--- src/rtl/imul_pkg.sv ---
// Package imul_pkg
// Shared operation kinds and the code-to-kind decoder of the multiply unit.
// Assumes 7-bit function codes; every code not listed decodes to OP_BAD.
package imul_pkg;

    typedef enum logic [2:0] {
        OP_MULL  = 3'd0,   // 32-bit signed, sign-extended result
        OP_MULQ  = 3'd1,   // low 64 bits
        OP_UMULH = 3'd2,   // unsigned high 64 bits
        OP_MULLV = 3'd3,   // 32-bit signed with overflow flag
        OP_MULQV = 3'd4,   // 64-bit with signed overflow flag
        OP_BAD   = 3'd5    // unlisted code
    } mop_e;

    // Map a function code to an operation kind.
    function automatic mop_e decode_code(input logic [6:0] code);
        mop_e k;
        unique case (code)
            7'h00:   k = OP_MULL;
            7'h20:   k = OP_MULQ;
            7'h30:   k = OP_UMULH;
            7'h40:   k = OP_MULLV;
            7'h60:   k = OP_MULQV;
            default: k = OP_BAD;
        endcase
        return k;
    endfunction

endpackage

--- src/rtl/imul_decode.sv ---
// Module imul_decode
// Combinational front end: decodes the function code and prepares the two
// operands for the unsigned core. The 32-bit variants sign-extend the low
// half of each operand, so the low W bits of the unsigned product equal the
// exact signed product. Assumes W is even.
module imul_decode
    import imul_pkg::*;
#(
    parameter int W = 64
) (
    input  logic [6:0]   code,
    input  logic [W-1:0] a_in,
    input  logic [W-1:0] b_in,
    output mop_e         kind,
    output logic [W-1:0] a_x,
    output logic [W-1:0] b_x
);
    localparam int HALF = W / 2;

    // Decode and conditionally sign-extend the operand low halves.
    always_comb begin
        kind = decode_code(code);
        if (kind == OP_MULL || kind == OP_MULLV) begin
            a_x = {{HALF{a_in[HALF-1]}}, a_in[HALF-1:0]};
            b_x = {{HALF{b_in[HALF-1]}}, b_in[HALF-1:0]};
        end else begin
            a_x = a_in;
            b_x = b_in;
        end
    end

endmodule

--- src/rtl/imul_core.sv ---
// Module imul_core
// Sequential unsigned W x W multiplier. It retires STEP multiplier bits per
// clock and needs W/STEP steps. The product register holds the running high
// sum over the not yet consumed multiplier bits. A load is accepted only when
// idle. fin pulses on the cycle after the last step, with prod final.
// Assumes W is a multiple of STEP.
module imul_core #(
    parameter int W    = 64,
    parameter int STEP = 2
) (
    input  logic           clk,
    input  logic           rst_n,
    input  logic           load,
    input  logic [W-1:0]   a,
    input  logic [W-1:0]   b,
    output logic           busy,
    output logic           fin,
    output logic [2*W-1:0] prod
);
    localparam int CYCLES = W / STEP;
    localparam int CNTW   = $clog2(CYCLES) + 1;
    localparam int SW     = W + STEP;

    logic [W-1:0]    mcand;
    logic [CNTW-1:0] cnt;
    logic [SW-1:0]   part;
    logic [SW-1:0]   sum;
    logic [2*W-1:0]  nxt;

    // One step: add digit times multiplicand to the high half, shift right.
    always_comb begin
        part = {{STEP{1'b0}}, mcand} * {{W{1'b0}}, prod[STEP-1:0]};
        sum  = {{STEP{1'b0}}, prod[2*W-1:W]} + part;
        nxt  = {sum, prod[W-1:STEP]};
    end

    // Load on an idle request, iterate while busy, flag completion.
    always_ff @(posedge clk) begin
        if (!rst_n) begin
            busy  <= 1'b0;
            fin   <= 1'b0;
            cnt   <= '0;
            mcand <= '0;
            prod  <= '0;
        end else begin
            fin <= 1'b0;
            if (load && !busy) begin
                busy  <= 1'b1;
                cnt   <= '0;
                mcand <= a;
                prod  <= {{W{1'b0}}, b};
            end else if (busy) begin
                prod <= nxt;
                cnt  <= cnt + 1'b1;
                if (cnt == CNTW'(CYCLES - 1)) begin
                    busy <= 1'b0;
                    fin  <= 1'b1;
                end
            end
        end
    end


    fin_after_busy: assert property (@(posedge clk) disable iff (!rst_n)
        fin |-> ($past(busy) && !busy));


    mcand_stable_busy: assert property (@(posedge clk) disable iff (!rst_n)
        busy |=> $stable(mcand));

endmodule

--- src/rtl/imul_finish.sv ---
// Module imul_finish
// Combinational back end: forms the signed high half from the unsigned
// product by subtracting each operand where the other one is negative. It
// then selects the result per variant and evaluates the overflow rules.
// Assumes a_q and b_q are the operands the core multiplied.
module imul_finish
    import imul_pkg::*;
#(
    parameter int W = 64
) (
    input  mop_e           kind,
    input  logic [2*W-1:0] prod,
    input  logic [W-1:0]   a_q,
    input  logic [W-1:0]   b_q,
    output logic [W-1:0]   res,
    output logic           ovf,
    output logic           ill
);
    localparam int HALF = W / 2;

    logic [W-1:0]    lo;
    logic [W-1:0]    uhi;
    logic [W-1:0]    shi;
    logic [W-1:0]    lsext;
    logic [HALF:0]   top32;

    // Split the product and derive signed-high and sign-extended views.
    always_comb begin
        lo    = prod[W-1:0];
        uhi   = prod[2*W-1:W];
        shi   = uhi - (a_q[W-1] ? b_q : '0) - (b_q[W-1] ? a_q : '0);
        lsext = {{HALF{lo[HALF-1]}}, lo[HALF-1:0]};
        top32 = lo[W-1:HALF-1];
    end

    // Select result and flags for the requested variant.
    always_comb begin
        res = '0;
        ovf = 1'b0;
        ill = 1'b0;
        unique case (kind)
            OP_MULL:  res = lsext;
            OP_MULQ:  res = lo;
            OP_UMULH: res = uhi;
            OP_MULLV: begin
                res = lsext;
                ovf = !((&top32) || !(|top32));
            end
            OP_MULQV: begin
                res = lo;
                ovf = (shi != {W{lo[W-1]}});
            end
            default:  ill = 1'b1;
        endcase
    end

endmodule

--- src/rtl/imul_unit.sv ---
// Module imul_unit
// Top of the integer multiply unit. It latches the decoded request when the
// core is idle and runs the core, then registers result and flags with a
// one-cycle done pulse. Assumes the caller waits for done before counting on
// a new start being taken; starts during a running operation are dropped.
module imul_unit
    import imul_pkg::*;
#(
    parameter int W    = 64,
    parameter int STEP = 2
) (
    input  logic         clk,
    input  logic         rst_n,
    input  logic         start,
    input  logic [6:0]   func,
    input  logic [W-1:0] opa,
    input  logic [W-1:0] opb,
    output logic         done,
    output logic [W-1:0] result,
    output logic         ovf,
    output logic         illegal
);
    localparam int HALF = W / 2;

    mop_e           dec_kind;
    mop_e           kind_q;
    logic [W-1:0]   a_x, b_x, a_q, b_q;
    logic           core_busy, core_fin;
    logic [2*W-1:0] core_prod;
    logic [W-1:0]   f_res;
    logic           f_ovf, f_ill;

    imul_decode #(.W(W)) u_dec (
        .code (func),
        .a_in (opa),
        .b_in (opb),
        .kind (dec_kind),
        .a_x  (a_x),
        .b_x  (b_x)
    );

    imul_core #(.W(W), .STEP(STEP)) u_core (
        .clk   (clk),
        .rst_n (rst_n),
        .load  (start),
        .a     (a_x),
        .b     (b_x),
        .busy  (core_busy),
        .fin   (core_fin),
        .prod  (core_prod)
    );

    imul_finish #(.W(W)) u_fin (
        .kind (kind_q),
        .prod (core_prod),
        .a_q  (a_q),
        .b_q  (b_q),
        .res  (f_res),
        .ovf  (f_ovf),
        .ill  (f_ill)
    );

    // Capture the request on acceptance and register the outcome on finish.
    always_ff @(posedge clk) begin
        if (!rst_n) begin
            kind_q  <= OP_MULL;
            a_q     <= '0;
            b_q     <= '0;
            done    <= 1'b0;
            result  <= '0;
            ovf     <= 1'b0;
            illegal <= 1'b0;
        end else begin
            if (start && !core_busy) begin
                kind_q <= dec_kind;
                a_q    <= a_x;
                b_q    <= b_x;
            end
            done <= core_fin;
            if (core_fin) begin
                result  <= f_res;
                ovf     <= f_ovf;
                illegal <= f_ill;
            end
        end
    end


    done_single_pulse: assert property (@(posedge clk) disable iff (!rst_n)
        done |=> !done);


    request_held_busy: assert property (@(posedge clk) disable iff (!rst_n)
        core_busy |=> $stable(kind_q));


    ovf_trap_only: assert property (@(posedge clk) disable iff (!rst_n)
        (done && $past(kind_q) != OP_MULLV && $past(kind_q) != OP_MULQV) |-> !ovf);


    illegal_zero_res: assert property (@(posedge clk) disable iff (!rst_n)
        (done && illegal) |-> (result == '0));


    mull_sign_ext: assert property (@(posedge clk) disable iff (!rst_n)
        (done && $past(kind_q) == OP_MULL) |-> (result[W-1:HALF] == {HALF{result[HALF-1]}}));


    outputs_hold: assert property (@(posedge clk) disable iff (!rst_n)
        !done |-> ($stable(result) && $stable(ovf) && $stable(illegal)));

endmodule

--- config.mk ---
export PLATFORM = sky130hd
export DESIGN_NAME = imul_unit
export DESIGN_NICKNAME = d
export VERILOG_FILES = /design/src/rtl/imul_pkg.sv /design/src/rtl/imul_decode.sv /design/src/rtl/imul_core.sv /design/src/rtl/imul_finish.sv /design/src/rtl/imul_unit.sv
export SDC_FILE = /design/constraint.sdc
export NUM_CORES = 1
export LEC_CHECK = 0
export BUFFER_PORTS_ARGS = -buffer_cell sky130_fd_sc_hd__buf_2
export CAP_MARGIN = 0
export CORE_MARGIN = 3
export CORE_UTILIZATION = 45
export DETAILED_ROUTE_END_ITERATION = 10
export SYNTH_ARGS = -nofsm -noshare
export SYNTH_HDL_FRONTEND = slang
export SYNTH_HIERARCHICAL = 1
export SYNTH_SLANG_ARGS = --single-unit
--- constraint.sdc ---
create_clock -name clk -period 8 [get_ports clk]
set_clock_uncertainty 0.1 [all_clocks]
set_input_delay 0.8 -clock clk [delete_from_list [all_inputs] [get_ports clk]]
set_output_delay 0.8 -clock clk [all_outputs]
set_load 0.02 [all_outputs]
==> impl_metrics.yaml <==
grt:
  antenna_found_initial: 6
  grt_max_degree: 134
  grt_pass1_wl_mm: 154
  grt_pass1_vias: 25500
  grt_overflow_total: 0
  track_usage_pct: 27.8
route:
  firstDrtPassIters: 6
  drt-initial-drc-count: 2118
  ant_nets: 0
  finalWirelength_mm: 101
  avgRoutedWirePerCell_um: 21.4
  num_vias: 26800
  drc: 0
  via_per_inst: 5.66
placed_design:
  dpl-instance-area_um2: 31500
  portBuffers: 204
  routabilityCongestion: 0.986
  dpl.hpwl_mm: 77.8
floorplan:
  rows: 95
  chipWidth_um: 267
  dieArea_um2: 71400
  num_io_pins: 205
  fp.dieH_um: 267
  core_um2: 67400
  initial_core_util_pct: 45.5
yosys:
  syn-mean-instance-area_um2: 8.00
  ys_warn_count: 6
  syn-num-nets: 4232
  yosys.area.top_type: "dfxtp_1"
  synth-main-ff-cell: "dfxtp_1"
  ys_types: 103
  ys_seq_area_share_pct: 26.0
  synth_area_leaders: "dfxtp_1 26%, nand2_1 10%, mux2i_1 9.6%"
  synth_async_sr_flop_share_pct: 0
  synth_top_area_share_pct: 26.0
  synth-seq-cells: 398
  synth.cell_area_um2: 30700
  synthCells: 3836
  synth-edff-count: 0
critical_path:
  crit_type: "reg -> reg"
  crit_family: "compound AO/OA/AOI/OAI gates"
  slowest_delay_ps: 960
  required_ps: 8370
  critPathSlowestCell: "dfxtp_2"
  cp_common_cell: "fa_1"
  path_max_fanout: 47
  startpoint_type: "flop"
  critPathLaunch: "a_q[63]"
  crit_chain: "and2_1 -> fa_1 -> ha_1 -> or2_2 -> fa_1 -> a211oi_1 -> o21ai_0 -> a22oi_1 -> a21boi_0 -> o2111ai_1 -> a21oi_1 -> nand2b_1 -> xnor2_1 -> o41ai_1 -> o2111a_1 -> and4bb_1 -> nor2_1 -> mux2i_1 -> nor2b_1"
  crit_arrival_ps: 6550
  cp-end-kind: "flop"
  cp_num_buf_inv: 0
  r2r_start: "a_q[63]"
final_layout:
  multiInputGateArea_um2: 20200
  final_nets: 4226
  num_antenna_cells: 0
  seq_area_um2: 7980
  layout.cells.most_common: "nand2_1"
  stdcell_area_um2: 33000
  layout_common_cells: "846 x nand2_1, 392 x dfxtp_1, 293 x mux2i_1"
  syn2layout_area_growth_pct: 7.63
  layout-drive-gt1-share_pct: 10.1
  fillers: 6736
worst_hold_path:
  min_from: "b_q[60]"
  min_path_type: "reg -> reg"
sta:
  tightestPinTransition_ps: 1280
  min_period_over_period_pct: 77.3
  fin_crit_ps: 6180
  final_max_slew_viol_count: 0
  fmax_mhz: 162
  rsz0062_at_grt: "no"
  final_hold_viol_count: 0
  setup-violations-final: 0
  maxSlewHeadroom_pct: 14.6
  tns_ps: 0
pwr:
  ir_drop_mv: 0.149
  p_per_area_nw_per_um2: 180
  finalPower_w: 0.00595
  p_leak_nw: 14.4
cts:
  htree_levels: 2
  clk_latency_ps: 600
  postCtsHoldBufs: 0
  cts_resized: 0
  cts_buffers: 48
  cts_tree: "built"
  cts_root_buffer: "clkbuf_16"
  postCtsSetupRepairBufs: 0
  path_clk_slew_ps: 60
  clock-sinks: 398
  clk_path_buf_depth: 3
flow_run:
  drv_cap: 0
outcome:
  status: "completed"
-- stage by stage --
stage / setup slack, ps / hold slack (ps) / utilization, % / instances
floorplan: 3150 / 330 / - / 3836
global placement: 2080 / 342 / 46.7 / 4653
detailed placement: 1960 / 347 / 46.7 / 4653
CTS: 1880 / 336 / 49.0 / 4739
global route: 1370 / 355 / 49.0 / 4739
finish: 1820 / 355 / 49.0 / 4739
-- metal layers --
layer / share of wire, % / track usage [%]
met3: 7.3 / 5.11
met2: 43 / 42.1
met1: 48 / 41.2
met5: 0 / 0
met4: 1.9 / 5.78
-- worst min-delay path: cells and delay by family (launching register included) --
kind | cells | cell delay, ps
flops | 1 | 310
mux | 1 | 50
simple gates | 1 | 50
-- flip-flops by register name (all words and copies together) (netlist names) --
signal and cells:
a_q 64, b_q 64, done 1, illegal 1
kind_q 3, ovf 1, result 64, u_core/busy 1
u_core/cnt 6, u_core/fin 1, u_core/mcand 64, u_core/prod 128
-- layout make-up --
| cell class | instances | share of cell area, % |
|---|---|---|
| inverter | 216 | 2.46 |
| sequential | 398 | 24.2 |
| tap | 873 | 3.31 |
| multi-input combinational | 2918 | 61.3 |
| clock inverter | 24 | 0.667 |
| clock buffer | 62 | 4.01 |
| timing repair buffer | 248 | 4.13 |
-- synthesized netlist by cell type, types with 9 or more instances --
| master | instances |
|---|---|
| a211oi_1 | 18 |
| a21boi_0 | 72 |
| a21o_1 | 118 |
| a21oi_1 | 191 |
| a21oi_2 | 9 |
| a221oi_1 | 22 |
| a22o_1 | 35 |
| a31oi_1 | 15 |
| and2_1 | 111 |
| and3_1 | 12 |
| buf_1 | 13 |
| buf_2 | 55 |
| buf_4 | 73 |
| buf_6 | 15 |
| buf_8 | 9 |
| clkbuf_1 | 137 |
| dfxtp_1 | 398 |
| fa_1 | 127 |
| ha_1 | 131 |
| inv_1 | 214 |
| mux2i_1 | 293 |
| nand2_1 | 848 |
| nand2b_1 | 11 |
| nand3_1 | 30 |
| nand4_1 | 52 |
| nor2_1 | 150 |
| nor2b_1 | 85 |
| nor3_1 | 36 |
| nor4_1 | 20 |
| o211ai_1 | 19 |
| o21a_1 | 16 |
| o21ai_0 | 162 |
| o21ai_1 | 25 |
| o21bai_1 | 17 |
| o22ai_1 | 24 |
| or3_1 | 12 |
| xnor2_1 | 75 |
| xor2_1 | 52 |
-- cells by family (layout without fill, tap and decap cells) --
kind of cell	Yosys count	in the layout	synth area share, %
AOI/OAI and AO/OA	828	828	18.1
adders and majority gates	258	258	13.6
and+or+nand+nor	1406	1406	20.7
muxes	299	299	9.79
xor gates and xnor gates	127	127	3.63
buffers and inverters	520	550	8.23
DFF	398	398	26.0
-- where the power goes --
part	switching, W	internal [W]
combinational	0.00101	0.000612
sequential	0.0000963	0.00207
clock	0.000923	0.00124
-- worst paths after layout --
path / slack (ps) / end / depth (start not counted)
worst max-delay path: 1820 / ovf / 19
worst min-delay path: 360 / b_q[60] / 2
worst max register to register: 1820 / ovf / 19
worst min register to register: 360 / b_q[60] / 2
(Power assumes the default switching activity.)
